File: config.mk
export PLATFORM = sky130hd
export DESIGN_NAME = mrm_top
export DESIGN_NICKNAME = d
export VERILOG_FILES = /design/src/rtl/mrm_pkg.sv /design/src/rtl/mrm_region.sv /design/src/rtl/mrm_select.sv /design/src/rtl/mrm_top.sv
export SDC_FILE = /design/constraint.sdc
export NUM_CORES = 1
export LEC_CHECK = 0
export BUFFER_PORTS_ARGS = -buffer_cell sky130_fd_sc_hd__buf_2
export CAP_MARGIN = 20
export CORE_MARGIN = 2
export CORE_UTILIZATION = 48
export DETAILED_ROUTE_END_ITERATION = 10
export GPL_TIMING_DRIVEN = 0
export PLACE_DENSITY = 0.88
export SYNTH_ARGS = -nofsm -noshare
export SYNTH_HDL_FRONTEND = slang
export SYNTH_SLANG_ARGS = --single-unit
File: constraint.sdc
create_clock -name clk -period 3.15 [get_ports clk]
set_input_delay 0.63 -clock clk [delete_from_list [all_inputs] [get_ports clk]]
set_output_delay 0.63 -clock clk [all_outputs]
set_load 0.01 [all_outputs]
File: src/rtl/mrm_pkg.sv
package mrm_pkg;
    localparam int BYTE_W = 8;

    typedef struct packed {
        logic [1:0] smode;
        logic [1:0] cmode;
        logic       bufw;
        logic       wprot;
    } attr_t;

    localparam int ATTR_W = $bits(attr_t);
    localparam logic [31:0] FIELD_MASK = 32'hFFFF_E074;

    function automatic attr_t word_attr(input logic [31:0] w);
        attr_t a;
        a.smode = w[14:13];
        a.cmode = w[6:5];
        a.bufw  = w[4];
        a.wprot = w[2];
        return a;
    endfunction
endpackage

File: src/rtl/mrm_region.sv
module mrm_region
    import mrm_pkg::*;
#(
    parameter int              SEL_W    = 12,
    parameter logic [SEL_W-1:0] SEL_CODE = 12'h004
) (
    input  logic                 clk,
    input  logic                 rst_n,
    input  logic                 wr_en,
    input  logic                 supervisor,
    input  logic [SEL_W-1:0]     sel,
    input  logic [31:0]          wdata,
    input  logic [BYTE_W-1:0]    ref_byte,
    output logic [31:0]          word,
    output attr_t                attr,
    output logic                 hit
);
    logic [31:0]       word_q;
    logic [BYTE_W-1:0] base;
    logic [BYTE_W-1:0] mask;
    logic              en;

    always_ff @(posedge clk) begin
        if (!rst_n) begin
            word_q <= '0;
        end else if (wr_en && supervisor && (sel == SEL_CODE)) begin
            word_q <= wdata & FIELD_MASK;
        end
    end

    always_comb begin
        base = word_q[31:24];
        mask = word_q[23:16];
        en   = word_q[15];
        attr = word_attr(word_q);
        hit  = en && (((ref_byte ^ base) & ~mask) == '0);
        word = word_q;
    end

    // user-mode writes leave the region untouched
    p_user_write_ignored_r3: assert property (@(posedge clk) disable iff (!rst_n)
        (wr_en && !supervisor) |=> $stable(word_q));
endmodule

File: src/rtl/mrm_select.sv
module mrm_select
    import mrm_pkg::*;
#(
    parameter int NUM_REGIONS = 2,
    parameter int IDX_W       = 1
) (
    input  logic                   clk,
    input  logic                   rst_n,
    input  logic                   ref_valid,
    input  logic                   ref_onchip,
    input  logic [NUM_REGIONS-1:0] hit_vec,
    input  attr_t [NUM_REGIONS-1:0] attr_vec,
    input  attr_t                  dflt_attr,
    output logic                   out_valid,
    output attr_t                  out_attr,
    output logic                   out_hit,
    output logic [IDX_W-1:0]       out_idx,
    output logic                   out_bypass
);
    attr_t            nxt_attr;
    logic             nxt_hit;
    logic [IDX_W-1:0] nxt_idx;

    // lowest index wins: scan from highest down so the last assignment is lowest
    always_comb begin
        nxt_attr = dflt_attr;
        nxt_hit  = 1'b0;
        nxt_idx  = '0;
        if (!ref_onchip) begin
            for (int i = NUM_REGIONS - 1; i >= 0; i--) begin
                if (hit_vec[i]) begin
                    nxt_attr = attr_vec[i];
                    nxt_hit  = 1'b1;
                    nxt_idx  = IDX_W'(i);
                end
            end
        end
    end

    always_ff @(posedge clk) begin
        if (!rst_n) begin
            out_valid  <= 1'b0;
            out_attr   <= '0;
            out_hit    <= 1'b0;
            out_idx    <= '0;
            out_bypass <= 1'b0;
        end else begin
            out_valid  <= ref_valid;
            out_attr   <= nxt_attr;
            out_hit    <= nxt_hit;
            out_idx    <= nxt_idx;
            out_bypass <= ref_onchip;
        end
    end

    // answer appears exactly one cycle after the reference
    p_valid_follows_r11: assert property (@(posedge clk) disable iff (!rst_n)
        ref_valid |=> out_valid);
    // bypassed references never report a hit
    p_bypass_no_hit_r10: assert property (@(posedge clk) disable iff (!rst_n)
        (out_valid && out_bypass) |-> !out_hit);
    // region 0 wins whenever it hits
    p_region0_priority_r8: assert property (@(posedge clk) disable iff (!rst_n)
        (ref_valid && !ref_onchip && hit_vec[0]) |=> (out_hit && out_idx == '0));
    // no hit falls back to the default set
    p_default_on_miss_r9: assert property (@(posedge clk) disable iff (!rst_n)
        (ref_valid && !ref_onchip && hit_vec == '0) |=> (!out_hit && out_attr == $past(dflt_attr)));
endmodule

File: src/rtl/mrm_top.sv
module mrm_top
    import mrm_pkg::*;
#(
    parameter int              NUM_REGIONS = 2,
    parameter int              SEL_W       = 12,
    parameter logic [SEL_W-1:0] SEL_BASE    = 12'h004,
    localparam int             IDX_W       = (NUM_REGIONS > 1) ? $clog2(NUM_REGIONS) : 1
) (
    input  logic               clk,
    input  logic               rst_n,
    input  logic               cr_wr_en,
    input  logic               cr_rd_en,
    input  logic [SEL_W-1:0]   cr_sel,
    input  logic [31:0]        cr_wdata,
    output logic [31:0]        cr_rdata,
    input  logic               supervisor,
    input  logic               debug_mode,
    input  logic [5:0]         dflt_attr,
    input  logic               ref_valid,
    input  logic [7:0]         ref_addr_hi,
    input  logic               ref_onchip,
    output logic               out_valid,
    output logic [5:0]         out_attr,
    output logic               out_hit,
    output logic [IDX_W-1:0]   out_idx,
    output logic               out_bypass
);
    logic [NUM_REGIONS-1:0]        hit_vec;
    attr_t [NUM_REGIONS-1:0]       attr_vec;
    logic [NUM_REGIONS-1:0][31:0]  word_vec;
    attr_t                         sel_attr;

    for (genvar gi = 0; gi < NUM_REGIONS; gi++) begin : g_region
        mrm_region #(
            .SEL_W    (SEL_W),
            .SEL_CODE (SEL_BASE + SEL_W'(gi))
        ) u_region (
            .clk        (clk),
            .rst_n      (rst_n),
            .wr_en      (cr_wr_en),
            .supervisor (supervisor),
            .sel        (cr_sel),
            .wdata      (cr_wdata),
            .ref_byte   (ref_addr_hi),
            .word       (word_vec[gi]),
            .attr       (attr_vec[gi]),
            .hit        (hit_vec[gi])
        );
    end

    always_comb begin
        cr_rdata = '0;
        if (cr_rd_en && debug_mode) begin
            for (int i = 0; i < NUM_REGIONS; i++) begin
                if (cr_sel == SEL_BASE + SEL_W'(i)) cr_rdata = word_vec[i];
            end
        end
    end

    mrm_select #(
        .NUM_REGIONS (NUM_REGIONS),
        .IDX_W       (IDX_W)
    ) u_select (
        .clk        (clk),
        .rst_n      (rst_n),
        .ref_valid  (ref_valid),
        .ref_onchip (ref_onchip),
        .hit_vec    (hit_vec),
        .attr_vec   (attr_vec),
        .dflt_attr  (attr_t'(dflt_attr)),
        .out_valid  (out_valid),
        .out_attr   (sel_attr),
        .out_hit    (out_hit),
        .out_idx    (out_idx),
        .out_bypass (out_bypass)
    );

    assign out_attr = sel_attr;

    // nothing leaves the read port outside debug mode
    p_no_read_outside_debug_r4: assert property (@(posedge clk) disable iff (!rst_n)
        !debug_mode |-> (cr_rdata == '0));
endmodule

* Word-level counts from Yosys, hierarchy flattened *
Cells that the tools add are included.

operators by class
  equality and inequality tests = 2
  multiplexer cells = 8
  bitwise gates (word level) = 7
  reductions and logical operators = 10

operator list
  kind                   number
  $mux W32               3
  $eq A12 B3 Y1 const B  2
  $mux W6                3
  $and A8 B8 Y8          2
  $logic_not A8 Y1       2
  $not A8 Y8             2
  $xor A8 B8 Y8          2
  $logic_and A1 B1 Y1    6
  $reduce_or A3 Y1       1
  $mux W1                2
  $reduce_or A2 Y1       1
  $not A1 Y1             1

word-level totals
  register bits after elaboration = 56
  input port bits = 66
  output and inout port bits = 42
  logic and storage cells = 37

* Logic depth before layout (Yosys ltp) *
Gate-level depths: netlist (run 1).

  depth after elaboration = 7
  gate-level depth with buffers = 7
  depth with buffers taken out = 5

* By module *
Synthesis (run 1) repeated with hierarchy kept, for this count alone.

second synthesis, totals
  cell total of the unflattened synthesis = 337
  area, all modules = 3415.8 um^2

by module, submodules not included
  module                             times used  cells each  area an instance (um^2)  sequential area each (um^2)
  mrm_region (g_region[0].u_region)  1           109         1174.9                   460.4
  mrm_region (g_region[1].u_region)  1           109         1161.1                   460.4
  mrm_top                            1           76          598.1                    0.0
  mrm_select                         1           43          481.7                    200.2

* Worst setup path after synthesis (run 1) *
OpenSTA, ideal clock, no wires.

  path kind = input-to-output
  start = input port cr_sel[10]
  end = output port cr_rdata[13]
  data arrival time = 2.208 ns
  data required time = 2.520 ns
  slack = 0.312 ns
  stages on the path = 5
  buffers on the path = 1
  cell sequence = or4_1 nor4_4 clkbuf_1 a22oi_1 nor2_1

between the ends
  cells in the longest elaborated chain, start to end = 4
  elaborated cells between the ends (all ways) = 5
  classes of those cells = 2 x eq/ne; 3 x mux

RTL lines
  what             line           text
  start, declared  mrm_top.sv:13  input logic [SEL_W-1:0] cr_sel,
  $eq A12 B3 Y1    mrm_top.sv:55  if (cr_sel == SEL_BASE + SEL_W'(i)) cr_rdata = word_vec[i];
  $mux W32         mrm_top.sv:55
  $mux W32 (*)     mrm_top.sv:55
  $mux W32 (*)     mrm_top.sv:53  if (cr_rd_en && debug_mode) begin
  end, declared    mrm_top.sv:15  output logic [31:0] cr_rdata,

Mark *: on every way between the ends. The rest lies on a longest branch, timed or not.

* Worst setup path in the final report (run 1) *
  start = input port cr_sel[10]
  end = output port cr_rdata[20]

Same word-level chain as after synthesis.

==> impl_summary.txt, run 1 <==
----------------------------------------------------
[Run status]
  Result of the run ... finished, final reports clean

[Timing]
  Headroom to the max-slew limit ... 60.3%
  Unrepaired setup endpoints after global routing ... yes
  Setup violations, final ... 0
  FMAX ... 324 MHz
  Fin. max-slew vios ... 0
  Post-layout min period ... 3.08 ns
  Final setup slack of the worst path ... 0.0661 ns
  Slew @ Worst Pin ... 0.596 ns
  Final count of hold timing violations ... 0
  Worst hold slack across all endpoints ... 0.480 ns
  Final period util ... 97.9%
  Largest clock skew in the final design ... 0.00758 ns

[Synthesis]
  Xor and xnor fraction of the mapped netlist area ... 5.29%
  Adder and majority gate portion of the synthesized area ... 0%
  Number of flops mapped to enable cells by yosys ... 0
  Area share of the largest cell type after synthesis ... 42.3%
  Main combinational cell family by area after synthesis ... compound AO/OA/AOI/OAI gates
  Synthesis Warnings ... 0
  Synth Area in Compound Gates ... 22.7%
  Sequential element share of the synthesized area ... 42.3%
  Register bit total from synthesis ... 56
  Mapped Cells ... 334
  Simple-Gate Fraction of Synth Area ... 21.5%
  Synth Flop Type ... dfxtp_1
  Cell type with the highest aggregate area in the netlist ... dfxtp_1
  Share of async-settable or async-resettable flops after synthesis ... 0%
  Number of distinct library cells after synthesis ... 31
  Synthesized area ... 2650 um2
  Share of cell area taken by muxes after synthesis ... 0%
  Syn avg cell area ... 7.93 um2
  Top cells by area, synth ... dfxtp_1 (42%), nand2_1 (13%), a21oi_1 (8.7%)

[Critical path]
  Maximum fanout along the worst path ... 10
  Worst R2R End ... u_select.out_attr[4]$_SDFF_PN0_
  Crit path top cell by count ... buf_2
  Launch point of the worst reg-to-reg path ... g_region[0].u_region.word[27]$_SDFFE_PN0P_
  FF-to-FF setup slack ... 1.04 ns
  Slowest library cell on the worst path ... or4_1
  Delay of the slowest cell on the worst path ... 0.63 ns
  Depth of the worst register-to-register path ... 6
  Crit path DAT ... 2.45 ns
  Startpoint-to-endpoint class of the critical path ... input port to output port
  Critical path, cell by cell ... buf_2 -> or4_1 -> nor4_4 -> buf_4 -> a22oi_1 -> nor2_1 -> buf_2
  Req. time, crit path ... 2.52 ns
  Type of element launching the critical path ... input port
  Category of the worst setup path capture point ... output port

[Detailed routing]
  Avg WL per Cell ... 14.4 um
  Antenna violation net count after detailed routing ... 0
  Pre-Repair DR Iteration Count ... 5
  Vias per std cell ... 5.34
  DRC violation total after the first TritonRoute iteration ... 234
  Remaining routing DRC violations ... 0
  Total wirelength of the detailed-routed design ... 7.42 mm
  Routed vias ... 2745

[CTS]
  Reg clk slew, reported paths ... 0.09 ns
  Clock network latency to the later pin of the worst-skew pair ... 0.31 ns
  Inserted Clock Buffers ... 5
  CTS tree ... done
  H-Tree Depth ... 2
  Maximum clock insertion buffer count ... 2
  Hold-fix buffer count after cts ... 0
  Cell at the root of the clock tree ... clkbuf_8
  Clock sink total ... 56

[Place]
  Worst-case setup slack after placement ... -0.151 ns
  Sum of net half-perimeters after detailed placement ... 5.43 mm
  Count of input and output buffers ... 88
  Routability congestion estimate ... 0.901

[Global routing]
  Vias in the first global route ... 2604
  Overall routing resource usage ... 24.2%
  Initial antenna violation count ... 0
  Pin count of the biggest net entering global routing ... 17
  Total congestion overflow ... 0
  Global-route wire length before repair ... 11.8 mm

[Min path]
  WHS Path Cells ... 2
  Endpoint of the worst hold-timing path ... g_region[0].u_region.word[14]$_SDFFE_PN0P_
  Class of the worst hold path ... register to register
  Hold path startpoint ... g_region[0].u_region.word[14]$_SDFFE_PN0P_

[Power and ir drop]
  Max VDD drop ... 0.000265 V
  Net switching fraction of the power ... 22.4%
  Logic pwr share ... 8.8%
  Sequential power share ... 55.2%
  Portion of total power attributed to the clock network ... 35.9%
  Static power due to leakage ... 1.36 nW
  Net Switching ... 0.000289 W
  Internal power summed over all cells ... 0.00100 W
  Power consumption ... 0.00129 W
  Ratio of total power to cell area ... 385 nW/um2

[Cells and area]
  Fill count ... 497
  Proportion of layout cells with a drive suffix above 1 ... 27.6%
  Post-layout nets ... 507
  Layout overhead on the synthesized area ... 26.7%
  # diodes ... 0
  Final Core Density ... 62.1%

[Die]
  Area inside the core boundary ... 5410 um2
  Die Footprint ... 6130 um2
  Count of pins on the block boundary ... 108
  Placement row count ... 27
  Initial Utilization ... 49.0%
  DIE HEIGHT ... 78.3 um
  Die boundary width ... 78.3 um

[Flow run]
  Maximum capacitance violations ... 0

----------------------------------------------------
flip-flops by register name (all words and copies together) (netlist names):
| name | count |
|---|---|
| u_select.out_hit | 1 |
| u_select.out_attr | 6 |
| u_select.out_valid | 1 |
| u_select.out_bypass | 1 |
| u_select.out_idx | 1 |
| g_region.u_region.word | 46 |
critical path, delay by kind of cell:
family	cells	cell delay [ns]
simple gates	3	1.22
buf+inv	3	0.49
compound gates	1	0.11
power by group through the flow:
| stage | logic [W] | registers (W) | clock network, W |
|---|---|---|---|
| floorplan | 0.0000500 | 0.000734 | 0 |
| global placement | 0.000110 | 0.000730 | 0 |
| detailed placement | 0.000112 | 0.000730 | 0 |
| CTS | 0.000113 | 0.000714 | 0.000465 |
| global route | 0.000124 | 0.000714 | 0.000495 |
| finish | 0.000114 | 0.000714 | 0.000464 |
per-layer routing:
metal | track usage, % | vias to the layer above | part of all wire (%)
met1 | 30.9 | 1248 | 41
met2 | 40.9 | 147 | 48
met3 | 4.94 | 15 | 9.6
met4 | 8.25 | 0 | 1.3
met5 | 0 | - | 0
li1 | - | 1335 | -
cells by family (layout without fill, tap and decap cells):
| group | after synthesis | in the layout |
|---|---|---|
| compound gates | 91 | 91 |
| xor+xnor | 16 | 16 |
| buf+inv | 38 | 138 |
| flops | 56 | 56 |
| other cells | 1 | 9 |
| simple gates | 132 | 132 |
stage by stage:
stage	TNS, ns	instances	instance area [um2]
final	0	514	3360
after floorplan	0	342	2680
after detailed placement	-2.35	502	3210
after global placement	-1.95	502	3210
after CTS	0	510	3320
after global routing	-0.0212	514	3360
Yosys cell counts (all sizes together) (2+ instances only):
cell type,count
or4,2
o221a,6
o22ai,3
nor2,25
a21oi,46
a22oi,23
clkbuf,17
xor2,3
xnor2,13
o22a,2
and3,2
dfxtp,56
nand2,93
nor4,2
inv,6
o31a,6
nand3,2
buf,15
and2,2
cells in the final DEF (no fill, tap or decap), types with 5 or more instances in the layout:
master     n
nand2_1   93
buf_2     88
dfxtp_1   56
a21oi_1   46
nor2_1    25
a22oi_1   23
buf_4     17
clkbuf_1  14
xnor2_1   13
conb_1     9
inv_1      6
o31a_1     6
o221a_1    6
clkbuf_8   5
worst max path at each step:
stage,start,endpoint,slack (ns),cells after the start
after floorplan,cr_sel[10],cr_rdata[13],0.31,5
after global placement,cr_sel[10],cr_rdata[23],-0.13,7
after detailed placement,cr_sel[10],cr_rdata[29],-0.15,7
after CTS,cr_sel[10],cr_rdata[29],0.003,7
after global routing,cr_sel[10],cr_rdata[19],-0.01,7
final,cr_sel[10],cr_rdata[20],0.07,7
cell type report:
class | instances | area [um2] | share of cell area, %
clock inverters | 2 | 35.0 | 1.04
clock buffers | 6 | 72.6 | 2.16
inverters | 6 | 22.5 | 0.671
flip-flops and latches | 56 | 1120 | 33.4
repair buffers | 92 | 470 | 14.0
multi-input cells | 248 | 1340 | 40.0
plain buffers | 32 | 201 | 6.00
well taps | 72 | 90.1 | 2.68
repair_timing:
action                                  CTS  global route
buffers inserted                          0             4
endpoints found under the setup margin   20            20
gates resized for setup                   4             6
pin swaps                                 0             2
Note: power is estimated with default switching activity, not from simulation.
==> run 2, diff against run 1 <==
--- a/config.mk
+++ b/config.mk
@@ -8,10 +8,11 @@
 export BUFFER_PORTS_ARGS = -buffer_cell sky130_fd_sc_hd__buf_2
 export CAP_MARGIN = 20
 export CORE_MARGIN = 2
-export CORE_UTILIZATION = 48
+export CORE_UTILIZATION = 50
+export CTS_BUF_LIST = sky130_fd_sc_hd__clkbuf_4
 export DETAILED_ROUTE_END_ITERATION = 10
 export GPL_TIMING_DRIVEN = 0
-export PLACE_DENSITY = 0.88
+export PLACE_DENSITY = 0.9
 export SYNTH_ARGS = -nofsm -noshare
 export SYNTH_HDL_FRONTEND = slang
 export SYNTH_SLANG_ARGS = --single-unit
==> run 2 against run 1 <==
  * Wire length decreased by 0.75%
  * Register-to-register slack gained 0.02 ns
  * Worst setup slack better by 0.030 ns
  * Combinational power barely moved
  * Non-clock buffer count stayed put
  * Highest routed layer unchanged
==> impl_summary.txt, run 2 (synthesis gave the netlist of run 1 again) <==
----------------------------------------------------
[Critical path]
  Crit path DAT ... 2.42 ns (was 2.45 ns)
  FF-to-FF setup slack ... 1.06 ns (was 1.04 ns)
  Launch point of the worst reg-to-reg path ... g_region[0].u_region.word[30]$_SDFFE_PN0P_ (was g_region[0].u_region.word[27]$_SDFFE_PN0P_)
  Type of element launching the critical path ... input port (unchanged)
  Maximum fanout along the worst path ... 10 (unchanged)
  Startpoint-to-endpoint class of the critical path ... input port to output port (unchanged)
  Worst R2R End ... u_select.out_attr[2]$_SDFF_PN0_ (was u_select.out_attr[4]$_SDFF_PN0_)
  Depth of the worst register-to-register path ... 6 (unchanged)
  Req. time, crit path ... 2.52 ns (about the same)
  Category of the worst setup path capture point ... output port (unchanged)

[Place]
  Worst-case setup slack after placement ... -0.203 ns (was -0.151 ns)
  Routability congestion estimate ... 0.911 (was 0.901)
  Count of input and output buffers ... 88 (unchanged)
  Sum of net half-perimeters after detailed placement ... 5.45 mm (was 5.43 mm)

[Detailed routing]
  Routed vias ... 2749 (was 2745)
  DRC violation total after the first TritonRoute iteration ... 235 (was 234)
  Pre-Repair DR Iteration Count ... 5 (unchanged)
  Avg WL per Cell ... 14.4 um (about the same)
  Total wirelength of the detailed-routed design ... 7.36 mm (was 7.42 mm)
  Antenna violation net count after detailed routing ... 0 (unchanged)
  Remaining routing DRC violations ... 0 (unchanged)
  Vias per std cell ... 5.37 (was 5.34)

[Cells and area]
  Max reg flops ... 46 (unchanged)
  Post-layout nets ... 507 (unchanged)
  Most frequent cells in the layout ... nand2_1 (93), buf_2 (90), dfxtp_1 (56) (was nand2_1 (93), buf_2 (88), dfxtp_1 (56))
  # diodes ... 0 (unchanged)
  Proportion of layout cells with a drive suffix above 1 ... 27.6% (unchanged)
  Layout overhead on the synthesized area ... 24.7% (was 26.7%)
  Fill count ... 460 (was 497)
  Most common library cell in the layout ignoring fill and taps ... nand2_1 (unchanged)
  Sequential standard cell area ... 1120 um2 (unchanged)
  Multi-input gate area ... 1340 um2 (unchanged)

[Global routing]
  Initial antenna violation count ... 0 (unchanged)
  Global-route wire length before repair ... 11.9 mm (was 11.8 mm)
  Total congestion overflow ... 0 (unchanged)
  Overall routing resource usage ... 24.7% (was 24.2%)
  Vias in the first global route ... 2668 (was 2604)
  Pin count of the biggest net entering global routing ... 17 (unchanged)

[Timing]
  Setup violations, final ... 0 (unchanged)
  Slew @ Worst Pin ... 0.572 ns (was 0.596 ns)
  Headroom to the max-slew limit ... 61.9% (was 60.3%)
  Final count of hold timing violations ... 0 (unchanged)
  FMAX ... 327 MHz (was 324 MHz)
  Largest clock skew in the final design ... 0.00750 ns (was 0.00758 ns)
  Fin. max-slew vios ... 0 (unchanged)
  Final setup slack of the worst path ... 0.0957 ns (was 0.0661 ns)
  Final period util ... 97.0% (was 97.9%)
  Post-layout min period ... 3.05 ns (was 3.08 ns)

[Min path]
  Hold path startpoint ... ref_valid (was g_region[0].u_region.word[14]$_SDFFE_PN0P_)
  WHS Path Cells ... 2 (unchanged)
  Class of the worst hold path ... input port to register (was register to register)
  Endpoint of the worst hold-timing path ... u_select.out_valid$_SDFF_PN0_ (was g_region[0].u_region.word[14]$_SDFFE_PN0P_)

[Die]
  DIE HEIGHT ... 76.8 um (was 78.3 um)
  Placement row count ... 26 (was 27)
  Count of pins on the block boundary ... 108 (unchanged)
  Initial Utilization ... 51.9% (was 49.0%)
  Die Footprint ... 5900 um2 (was 6130 um2)
  Area inside the core boundary ... 5110 um2 (was 5410 um2)
  Die boundary width ... 76.8 um (was 78.3 um)

[Power and ir drop]
  Static power due to leakage ... 1.33 nW (was 1.36 nW)
  Power consumption ... 0.00115 W (was 0.00129 W)
  Sequential power share ... 62.3% (was 55.2%)
  Logic pwr share ... 10.0% (was 8.8%)
  Net switching fraction of the power ... 24.9% (was 22.4%)
  Max VDD drop ... 0.000204 V (was 0.000265 V)
  Ratio of total power to cell area ... 347 nW/um2 (was 385 nW/um2)
  Internal power summed over all cells ... 0.000862 W (was 0.00100 W)
  Portion of total power attributed to the clock network ... 27.7% (was 35.9%)
  Net Switching ... 0.000286 W (was 0.000289 W)

[CTS]
  Inserted Clock Buffers ... 5 (unchanged)
  CTS tree ... done (unchanged)
  H-Tree Depth ... 2 (unchanged)
  Reg clk slew, reported paths ... 0.16 ns (was 0.09 ns)
  Maximum clock insertion buffer count ... 2 (unchanged)
  Cell at the root of the clock tree ... clkbuf_4 (was clkbuf_8)
  Clock network latency to the later pin of the worst-skew pair ... 0.38 ns (was 0.31 ns)
  Clock sink total ... 56 (unchanged)

[Flow run]
  Maximum capacitance violations ... 0 (unchanged)

[Run status]
  Result of the run ... finished, final reports clean (unchanged)

----------------------------------------------------
-- run 2: cell count changes in the layout (fill, tap and decap cells not counted), sizes merged --
cell / previous run / this run
bufinv: 1 / 0
clkbuf: 21 / 20
buf: 109 / 110
clkinvlp: 0 / 1
-- run 2: worst max-delay path, cell delays in order --
cell and delay, ns:
buf_2 0.10, or4_1 0.62, nor4_4 0.28, buf_4 0.18
clkbuf_4 0.22, a22oi_1 0.09, nor2_1 0.15, buf_2 0.16
-- run 2: cell type report --
cell class | instances | share of cell area (%)
inverter | 6 | 0.682
multi-input combinational | 248 | 40.7
clock inverter | 2 | 0.341
clock buffer | 6 | 1.36
tap | 70 | 2.65
timing repair buffer | 92 | 14.2
sequential | 56 | 33.9
buffer | 32 | 6.10
-- run 2: what timing repair did --
| item | in CTS | in global routing |
|---|---|---|
| buffers inserted | 2 | 2 |
| pin swaps | 1 | 2 |
| gates resized for setup | 4 | 7 |
| cloned | 0 | 0 |
| hold buffers | 0 | 0 |
| endpoints found under the hold margin | 0 | 0 |
| setup endpoints to repair | 20 | 20 |
-- run 2: layer usage --
layer	GRT usage (%)	up-vias	part of all wire (%)	routed length (um)
met5	0	-	0	0
met4	6.91	0	1.1	82
met3	5.53	12	8.2	606
met2	43.8	137	50	3660
met1	29.9	1266	41	3020
li1	-	1334	-	-
-- run 2: worst max-delay path by stage --
| stage | startpoint | endpoint | slack, ns |
|---|---|---|---|
| final | cr_sel[10] | cr_rdata[23] | 0.1 |
| after global routing | cr_sel[10] | cr_rdata[16] | -0.002 |
| after CTS | cr_sel[10] | cr_rdata[23] | -0.002 |
| after detailed placement | cr_sel[10] | cr_rdata[23] | -0.20 |
| after global placement | cr_sel[10] | cr_rdata[23] | -0.17 |
| after floorplan | cr_sel[10] | cr_rdata[13] | 0.31 |
-- run 2: power groups by stage --
stage | logic, W | clock network [W] | registers (W)
global placement | 0.000110 | 0 | 0.000730
finish | 0.000114 | 0.000318 | 0.000715
floorplan | 0.0000500 | 0 | 0.000734
CTS | 0.000112 | 0.000318 | 0.000715
detailed placement | 0.000112 | 0 | 0.000730
global route | 0.000122 | 0.000343 | 0.000716
-- run 2: metrics by stage --
step	TNS [ns]	util (%)	hold WS, ns	instance area [um2]	cells
final	0	64.7	0.438	3300	512
after global routing	-0.00184	64.7	0.464	3300	512
after CTS	-0.00205	64.3	0.445	3280	510
after detailed placement	-2.83	62.8	0.463	3210	500
after global placement	-2.17	62.8	0.457	3210	500
after floorplan	0	-	0.449	2680	342
